### config.mk
export PLATFORM = sky130hd
export DESIGN_NAME = octbus_target
export DESIGN_NICKNAME = d
export VERILOG_FILES = /design/src/rtl/octbus_pkg.sv /design/src/rtl/octbus_rx.sv /design/src/rtl/octbus_next_addr.sv /design/src/rtl/octbus_ram.sv /design/src/rtl/octbus_tx.sv /design/src/rtl/octbus_target.sv
export SDC_FILE = /design/constraint.sdc
export NUM_CORES = 2
export LEC_CHECK = 0
export ABC_AREA = 1
export BUFFER_PORTS_ARGS = -buffer_cell sky130_fd_sc_hd__buf_4
export CAP_MARGIN = 20
export CORE_ASPECT_RATIO = 1.5
export CORE_MARGIN = 2
export CORE_UTILIZATION = 40
export DETAILED_ROUTE_END_ITERATION = 10
export GPL_TIMING_DRIVEN = 0
export PLACE_DENSITY = 0.51
export SLEW_MARGIN = 20
export SYNTH_ARGS = -nofsm -noshare
export SYNTH_HDL_FRONTEND = slang
export SYNTH_SLANG_ARGS = --single-unit
### constraint.sdc
create_clock -name ck -period 5.25 [get_ports ck]
set_clock_uncertainty 0.05 [all_clocks]
set_input_delay 0.7875 -clock ck [delete_from_list [all_inputs] [get_ports ck]]
set_output_delay 0.7875 -clock ck [all_outputs]
set_load 0.01 [all_outputs]
### src/rtl/octbus_pkg.sv
package octbus_pkg;
   localparam int HDR_WORDS  = 3;
   localparam int WORD_BITS  = 16;
   localparam int READ_BIT   = 15;   // bit 47 of the header, inside the first word
   localparam int LINEAR_BIT = 13;   // bit 45 of the header, inside the first word

   typedef enum logic [2:0] {
      PH_HDR,
      PH_WAIT,
      PH_READ,
      PH_WDATA,
      PH_DONE
   } phase_t;

   // word mask of the wrap block for a size code
   function automatic logic [4:0] wrap_mask(input logic [1:0] sel);
      case (sel)
         2'b01:   return 5'd7;
         2'b10:   return 5'd15;
         default: return 5'd31;
      endcase
   endfunction
endpackage

### src/rtl/octbus_rx.sv
module octbus_rx #(
   parameter int BW = 8
)(
   input  logic          ck,
   input  logic          arst_n,
   input  logic [BW-1:0] dq_i,
   output logic [2*BW-1:0] word
);
   logic [BW-1:0] rise_q;

   // rising-edge byte held for pairing with the falling-edge byte
   always_ff @(posedge ck or negedge arst_n) begin
      if (!arst_n) rise_q <= '0;
      else         rise_q <= dq_i;
   end

   assign word = {rise_q, dq_i};
endmodule

### src/rtl/octbus_next_addr.sv
module octbus_next_addr #(
   parameter int AW = 6
)(
   input  logic [AW-1:0] addr,
   input  logic          lin,
   input  logic [AW-1:0] mask,
   output logic [AW-1:0] nxt
);
   logic [AW-1:0] inc;

   assign inc = addr + AW'(1);
   assign nxt = lin ? inc : ((addr & ~mask) | (inc & mask));
endmodule

### src/rtl/octbus_ram.sv
module octbus_ram #(
   parameter int DEPTH = 64,
   parameter int DW    = 16,
   localparam int AW   = $clog2(DEPTH)
)(
   input  logic          ck,
   input  logic          we,
   input  logic          re,
   input  logic [AW-1:0] addr,
   input  logic [DW-1:0] wdata,
   output logic [DW-1:0] rdata
);
   logic [DW-1:0] mem [DEPTH];

   always_ff @(negedge ck) begin
      if (we) mem[addr] <= wdata;
      if (re) rdata     <= mem[addr];
   end
endmodule

### src/rtl/octbus_tx.sv
module octbus_tx #(
   parameter int BW = 8
)(
   input  logic            ck,
   input  logic            arst_n,
   input  logic            load,
   input  logic [2*BW-1:0] word,
   output logic [BW-1:0]   dq_o,
   output logic            dq_oe,
   output logic            rds_o
);
   logic [BW-1:0] hi_q, lo_q;
   logic          on_q;

   always_ff @(posedge ck or negedge arst_n) begin
      if (!arst_n) begin
         hi_q <= '0;
         lo_q <= '0;
         on_q <= 1'b0;
      end else begin
         on_q <= load;
         hi_q <= word[2*BW-1:BW];
         lo_q <= word[BW-1:0];
      end
   end

   // upper byte in the high phase, lower byte in the low phase
   assign dq_o  = ck ? hi_q : lo_q;
   assign dq_oe = on_q;
   assign rds_o = ck & on_q;
endmodule

### src/rtl/octbus_target.sv
module octbus_target
   import octbus_pkg::*;
#(
   parameter int DEPTH = 64,
   parameter int LAT   = 2
)(
   input  logic       rst_n,
   input  logic       ck,
   input  logic       cs_n,
   input  logic [7:0] dq_i,
   input  logic [1:0] wrap_sel,
   output logic [7:0] dq_o,
   output logic       dq_oe,
   output logic       rds_o,
   output logic       rds_oe
);
   localparam int AW = $clog2(DEPTH);
   localparam int CW = (LAT > 1) ? $clog2(LAT) : 1;

   if (DEPTH < 32 || (1 << AW) != DEPTH) begin : g_bad_depth
      $error("DEPTH must be a power of two of at least 32 words");
   end
   if (LAT < 1) begin : g_bad_lat
      $error("LAT must be at least one cycle");
   end

   logic                 arst_n;
   logic [WORD_BITS-1:0] word;
   logic [WORD_BITS-1:0] rdata;
   phase_t               phase_q;
   logic [1:0]           hcnt_q;
   logic                 rd_q, lin_q, rvalid_q;
   logic [AW-1:0]        addr_q, mask_q, addr_nxt;
   logic                 wait_done, hdr_last, rd_phase, wr_phase;

   // select high clears every piece of transaction state
   assign arst_n   = rst_n & ~cs_n;
   assign hdr_last = (phase_q == PH_HDR) && (hcnt_q == 2'(HDR_WORDS - 1));
   assign rd_phase = (phase_q == PH_READ);
   assign wr_phase = (phase_q == PH_WDATA);
   assign rds_oe   = (phase_q == PH_WAIT) || rd_phase;

   octbus_rx #(.BW(8)) u_rx (
      .ck     (ck),
      .arst_n (arst_n),
      .dq_i   (dq_i),
      .word   (word)
   );

   always_ff @(negedge ck or negedge arst_n) begin
      if (!arst_n) begin
         phase_q  <= PH_HDR;
         hcnt_q   <= '0;
         rd_q     <= 1'b0;
         lin_q    <= 1'b0;
         addr_q   <= '0;
         mask_q   <= '0;
         rvalid_q <= 1'b0;
      end else begin
         rvalid_q <= rd_phase;
         case (phase_q)
            PH_HDR: begin
               // upper address bits fall off the top: aliasing
               addr_q <= AW'({addr_q, word});
               hcnt_q <= hcnt_q + 2'd1;
               if (hcnt_q == 2'd0) begin
                  rd_q  <= word[READ_BIT];
                  lin_q <= word[LINEAR_BIT];
               end
               if (hdr_last) begin
                  mask_q  <= AW'(wrap_mask(wrap_sel));
                  phase_q <= rd_q ? PH_WAIT : PH_WDATA;
               end
            end
            PH_WAIT:  if (wait_done) phase_q <= PH_READ;
            PH_READ:  addr_q  <= addr_nxt;
            PH_WDATA: phase_q <= PH_DONE;
            default:  phase_q <= PH_DONE;
         endcase
      end
   end

   if (LAT == 1) begin : g_lat_one
      assign wait_done = 1'b1;
   end else begin : g_lat_cnt
      logic [CW-1:0] lcnt_q;
      always_ff @(negedge ck or negedge arst_n) begin
         if (!arst_n)
            lcnt_q <= '0;
         else if (hdr_last)
            lcnt_q <= CW'(LAT - 1);
         else if (phase_q == PH_WAIT && lcnt_q != '0)
            lcnt_q <= lcnt_q - CW'(1);
      end
      assign wait_done = (lcnt_q == '0);
   end

   octbus_next_addr #(.AW(AW)) u_nxt (
      .addr (addr_q),
      .lin  (lin_q),
      .mask (mask_q),
      .nxt  (addr_nxt)
   );

   octbus_ram #(.DEPTH(DEPTH), .DW(WORD_BITS)) u_ram (
      .ck    (ck),
      .we    (wr_phase),
      .re    (rd_phase),
      .addr  (addr_q),
      .wdata (word),
      .rdata (rdata)
   );

   octbus_tx #(.BW(8)) u_tx (
      .ck     (ck),
      .arst_n (arst_n),
      .load   (rvalid_q),
      .word   (rdata),
      .dq_o   (dq_o),
      .dq_oe  (dq_oe),
      .rds_o  (rds_o)
   );
endmodule

==> flow_metrics.tcl, run 1 <==
set metrics [dict create \
    synth.net_count 4425 \
    portBuffers 23 \
    rows 151 \
    die_x_um 279 \
    syn_area_um2 45400 \
    pin_count 24 \
    globalplace.congestion 1.01 \
    ys_warn_count 0 \
    syn_area_per_cell_um2 10.3 \
    dp_slack_ns -0.471 \
    postSynthCellCount 4408 \
    cts_hold_buf 12 \
    start_util_pct 40.2 \
    status "stopped before the end" \
    seq_area_frac_synth_pct 71.2 \
    dpl_cell_area_um2 48600 \
    dp_hpwl_um 99800 \
    synth.distinct_cells 35 \
    haltStage "clock tree synthesis" \
    firstError "[ERROR DPL-0038] Utilization greater than 100%, impossible to legalize" \
    ctsResizeCount 19 \
    post_cts_buffers 11 \
    die_h_um 417 \
    ys_seq_elements 1083 \
]
## stage by stage
step | setup TNS [ns] | hold WS [ns] | instances | utilization (%)
after detailed placement | -0.471 | 0.359 | 5937 | 43.1
after global placement | -132.48 | 0.354 | 5884 | 42.0
after floorplan | 0 | 0.333 | 4408 | -
## cell usage after synthesis, drive strengths merged
cell type  number  area share [%]
a31oi           1           0.014
dfrtn          18            0.99
or2             6           0.083
nor2          116            0.97
o22ai           2           0.028
ha              4            0.11
o211ai          6           0.099
inv            45            0.37
o221ai          2           0.039
nand3          15            0.17
nand2        2880              24
xnor2           1           0.019
edfxtp       1040              69
clkbuf         40            0.33
nand4           1           0.014
dfrtp          25             1.4
buf           168             2.2
o2111ai         1           0.019
nor3            8            0.22
o21ai          15            0.17
xor2            2           0.039
a21oi           6           0.066
mux2            2           0.050
clkinv          1          0.0083
a22oi           1           0.017
nor4            2           0.028
## logic make-up after synthesis
group	count (synthesis)	synth area share, %
simple gates	3028	25.3
flops	1083	71.2
buf+inv	254	2.86
compound gates	34	0.447
fa+ha+maj	4	0.110
xor+xnor	3	0.0579
mux	2	0.0496
==> run 2: changes to the inputs <==
--- a/config.mk
+++ b/config.mk
@@ -8,12 +8,11 @@
 export ABC_AREA = 1
 export BUFFER_PORTS_ARGS = -buffer_cell sky130_fd_sc_hd__buf_4
 export CAP_MARGIN = 20
-export CORE_ASPECT_RATIO = 1.5
 export CORE_MARGIN = 2
-export CORE_UTILIZATION = 40
+export CORE_UTILIZATION = 25
 export DETAILED_ROUTE_END_ITERATION = 10
 export GPL_TIMING_DRIVEN = 0
-export PLACE_DENSITY = 0.51
+export PLACE_DENSITY_LB_ADDON = 0.15
 export SLEW_MARGIN = 20
 export SYNTH_ARGS = -nofsm -noshare
 export SYNTH_HDL_FRONTEND = slang
==> run 2 against run 1 <==
- the flow now finishes, with violations (negative setup slack)
- area after synthesis unchanged
- synthesized cell count unchanged
==> flow_metrics.tcl, run 2 <==
set metrics [dict create \
    status "finished with violations" \
    violations "negative setup slack" \
    cts_tree "yes" \
    clock_latency_ns 2.44 \
    final.setup.tns_ns -1.63 \
    synth-simple-area-share_pct 25.3 \
    grt_pass1_vias 58504 \
    vias_per_cell 4.80 \
    p_switching_mw 49.1 \
    postSynthCellCount 4408 \
    yosys-top-cells-area "edfxtp_1, nand2_1, dfrtp_1, buf_2, dfrtn_1" \
    drive_gt1_share_pct 39.6 \
    rsz0062_at_grt "true" \
    hold_viol_final 0 \
    nFillCells 10939 \
    swShare_pct 42.2 \
    final_cell_mix "nand2_1, clkbuf_16, clkinv_16, edfxtp_1, buf_2" \
    r2r_setup_slack_ns 0.03 \
    worst_setup_path_start_kind "flop" \
    wl_um 234000 \
    dp_hpwl_um 110000 \
    final_common_cell "nand2_1" \
    maxSlewViolCount 0 \
    synth_xor_area_share_pct 0.0579 \
    path_class "reg -> out" \
    p_leak_nw 48.1 \
    core_area_um2 181000 \
    synth.largest_area_cell "edfxtp_1" \
    grt_max_degree 67 \
    pwr-share-comb_pct 9.8 \
    fin_cells 9267 \
    largestRegisters "u_ram.mem (1024), u_ram.rdata (16)" \
    ir_drop_mv 0.522 \
    seq_area_um2 32300 \
    area_delta_synth_final_pct 152 \
    ys_seq_elements 1083 \
    drc 0 \
    syn_area_um2 45400 \
    fin_nets 6801 \
    p_per_area_nw_per_um2 1020 \
    drt_first_pass_iters 6 \
    setup_violations 1 \
    end_kind "output port" \
    rows 156 \
    yosysTopAreaCellShare_pct 68.8 \
    wire_per_inst_um 25.3 \
    pin_count 24 \
    synth_top_family_by_area "simple AND/OR/NAND/NOR gates" \
    seq_area_frac_synth_pct 71.2 \
    fin_ws_ns -1.63 \
    regMostFlops "u_ram.mem" \
    synth_commonest_cells "nand2_1, edfxtp_1, nor2_1" \
    final_area_um2 114000 \
    dpl_cell_area_um2 49800 \
    ant_nets 0 \
    ys_warn_count 0 \
    whs_ns 0.276 \
    die_area_um2 185000 \
    antenna_found_initial 19 \
    track_usage_pct 26.3 \
    synth_edf_count 1040 \
    cp_data_arrival_time_ns 6.05 \
    die_h_um 430 \
    synth.net_count 4425 \
    die_x_um 430 \
    largest_reg_flops 1024 \
    seqPwrFrac_pct 8.5 \
    multi_input_area_um2 12200 \
    min-delay-path-class "in -> async" \
    drt_iter0_drc 4177 \
    portBuffers 23 \
    globalplace.congestion 0.929 \
    syn_area_per_cell_um2 10.3 \
    clkPwrFrac_pct 81.7 \
    p_int_mw 67.3 \
    fin_total_pwr_mw 116 \
    tightest_slew_ns 1.17 \
    yosys.area_share.adder_pct 0.110 \
    start_util_pct 25.1 \
    synth.distinct_cells 35 \
    maxCapViolCount 0 \
    synth_compound_area_share_pct 0.447 \
    grt_overflow 0 \
    grt_pass1_wl_um 348000 \
    dpl.cell_count 6845 \
    path_max_fanout 3 \
    slew_headroom_pct 21.9 \
    vias 44473 \
    worst-r2r-cell-count 6 \
    cp.required_ns 4.41 \
    yosysMostFrequentCell "nand2_1" \
    clkTransAtPathRegs_ns 0.07 \
    reg2reg_to "u_ram.mem[5][11]" \
    muxShareOfSynthArea_pct 0.0496 \
    ys_async_sr_fraction_pct 3.97 \
    ys.flop_type "edfxtp_1" \
]
run 2: worst max-delay path, cell delays in order (launching register included):
cell and delay, ns:
dfrtn_1 0.39, buf_6 0.14, nor3_4 0.20, inv_2 0.08, nand2_4 0.07, buf_6 0.10
run 2: power by group through the flow:
stage | Combinational, mW | Sequential [mW] | Clock (mW)
after detailed placement | 10.2 | 9.92 | 1.41
after global routing | 11.9 | 9.86 | 100
after floorplan | 5.61 | 9.88 | 1.33
after CTS | 11.0 | 9.86 | 96.8
final | 11.4 | 9.86 | 95.1
after global placement | 10.1 | 9.97 | 1.41
run 2: metal layers:
metal | vias to the layer above | track usage, % | wire length [um]
met5 | - | 0 | 63
met4 | 10 | 24.2 | 15200
met3 | 1000 | 13.9 | 19800
met2 | 2965 | 38.5 | 114000
met1 | 22495 | 27.0 | 85800
li1 | 18003 | - | -
run 2: worst max-delay path by stage:
stage | startpoint | endpoint | slack (ns) | cells past startpoint
floorplan | ck | dq_o[0] | 0.25 | 4
global placement | u_rx.rise_q[1] | u_ram.mem[56][9] | -0.85 | 0
detailed placement | phase_q[0] | rds_oe | -0.16 | 6
CTS | phase_q[0] | rds_oe | -1.65 | 5
global route | phase_q[1] | rds_oe | -1.70 | 5
finish | phase_q[1] | rds_oe | -1.63 | 5
run 2: layout make-up:
| class | count | share of cell area, % |
|---|---|---|
| repair buffers | 99 | 1.17 |
| inverters | 44 | 0.149 |
| diodes | 3 | 0.00656 |
| clock inverters | 1141 | 29.0 |
| flip-flops and latches | 1083 | 28.2 |
| clock buffers | 1248 | 27.1 |
| plain buffers | 207 | 0.986 |
| multi-input cells | 3072 | 10.7 |
| well taps | 2370 | 2.59 |
run 2: cell families (layout without fill, tap and decap cells):
kind of cell / Yosys count / count (layout)
adder cells (fa/ha/maj): 4 / 4
other: 0 / 3
flip-flops: 1083 / 1083
buffers and inverters: 254 / 2739
AND/OR/NAND/NOR: 3028 / 3029
XOR/XNOR: 3 / 3
multiplexers: 2 / 2
AO/OA/AOI/OAI: 34 / 34
run 2: what timing repair did:
item                                   4_1_cts  5_1_grt
gates resized for setup                     16        3
setup buffers                                8        8
endpoints found under the hold margin       33        0
gates cloned                                 1        0
setup endpoints to repair                    9        1
pin swaps                                    6        3
hold buffers                                21        0
run 2: metrics by stage:
stage               util [%]  worst slack [ns]
global placement        26.9            -0.848
floorplan                  -             0.251
finish                  63.4             -1.63
global route            63.4             -1.70
detailed placement      27.6            -0.164
CTS                     63.3             -1.65
No activity file was read; power rests on OpenSTA's default activity.
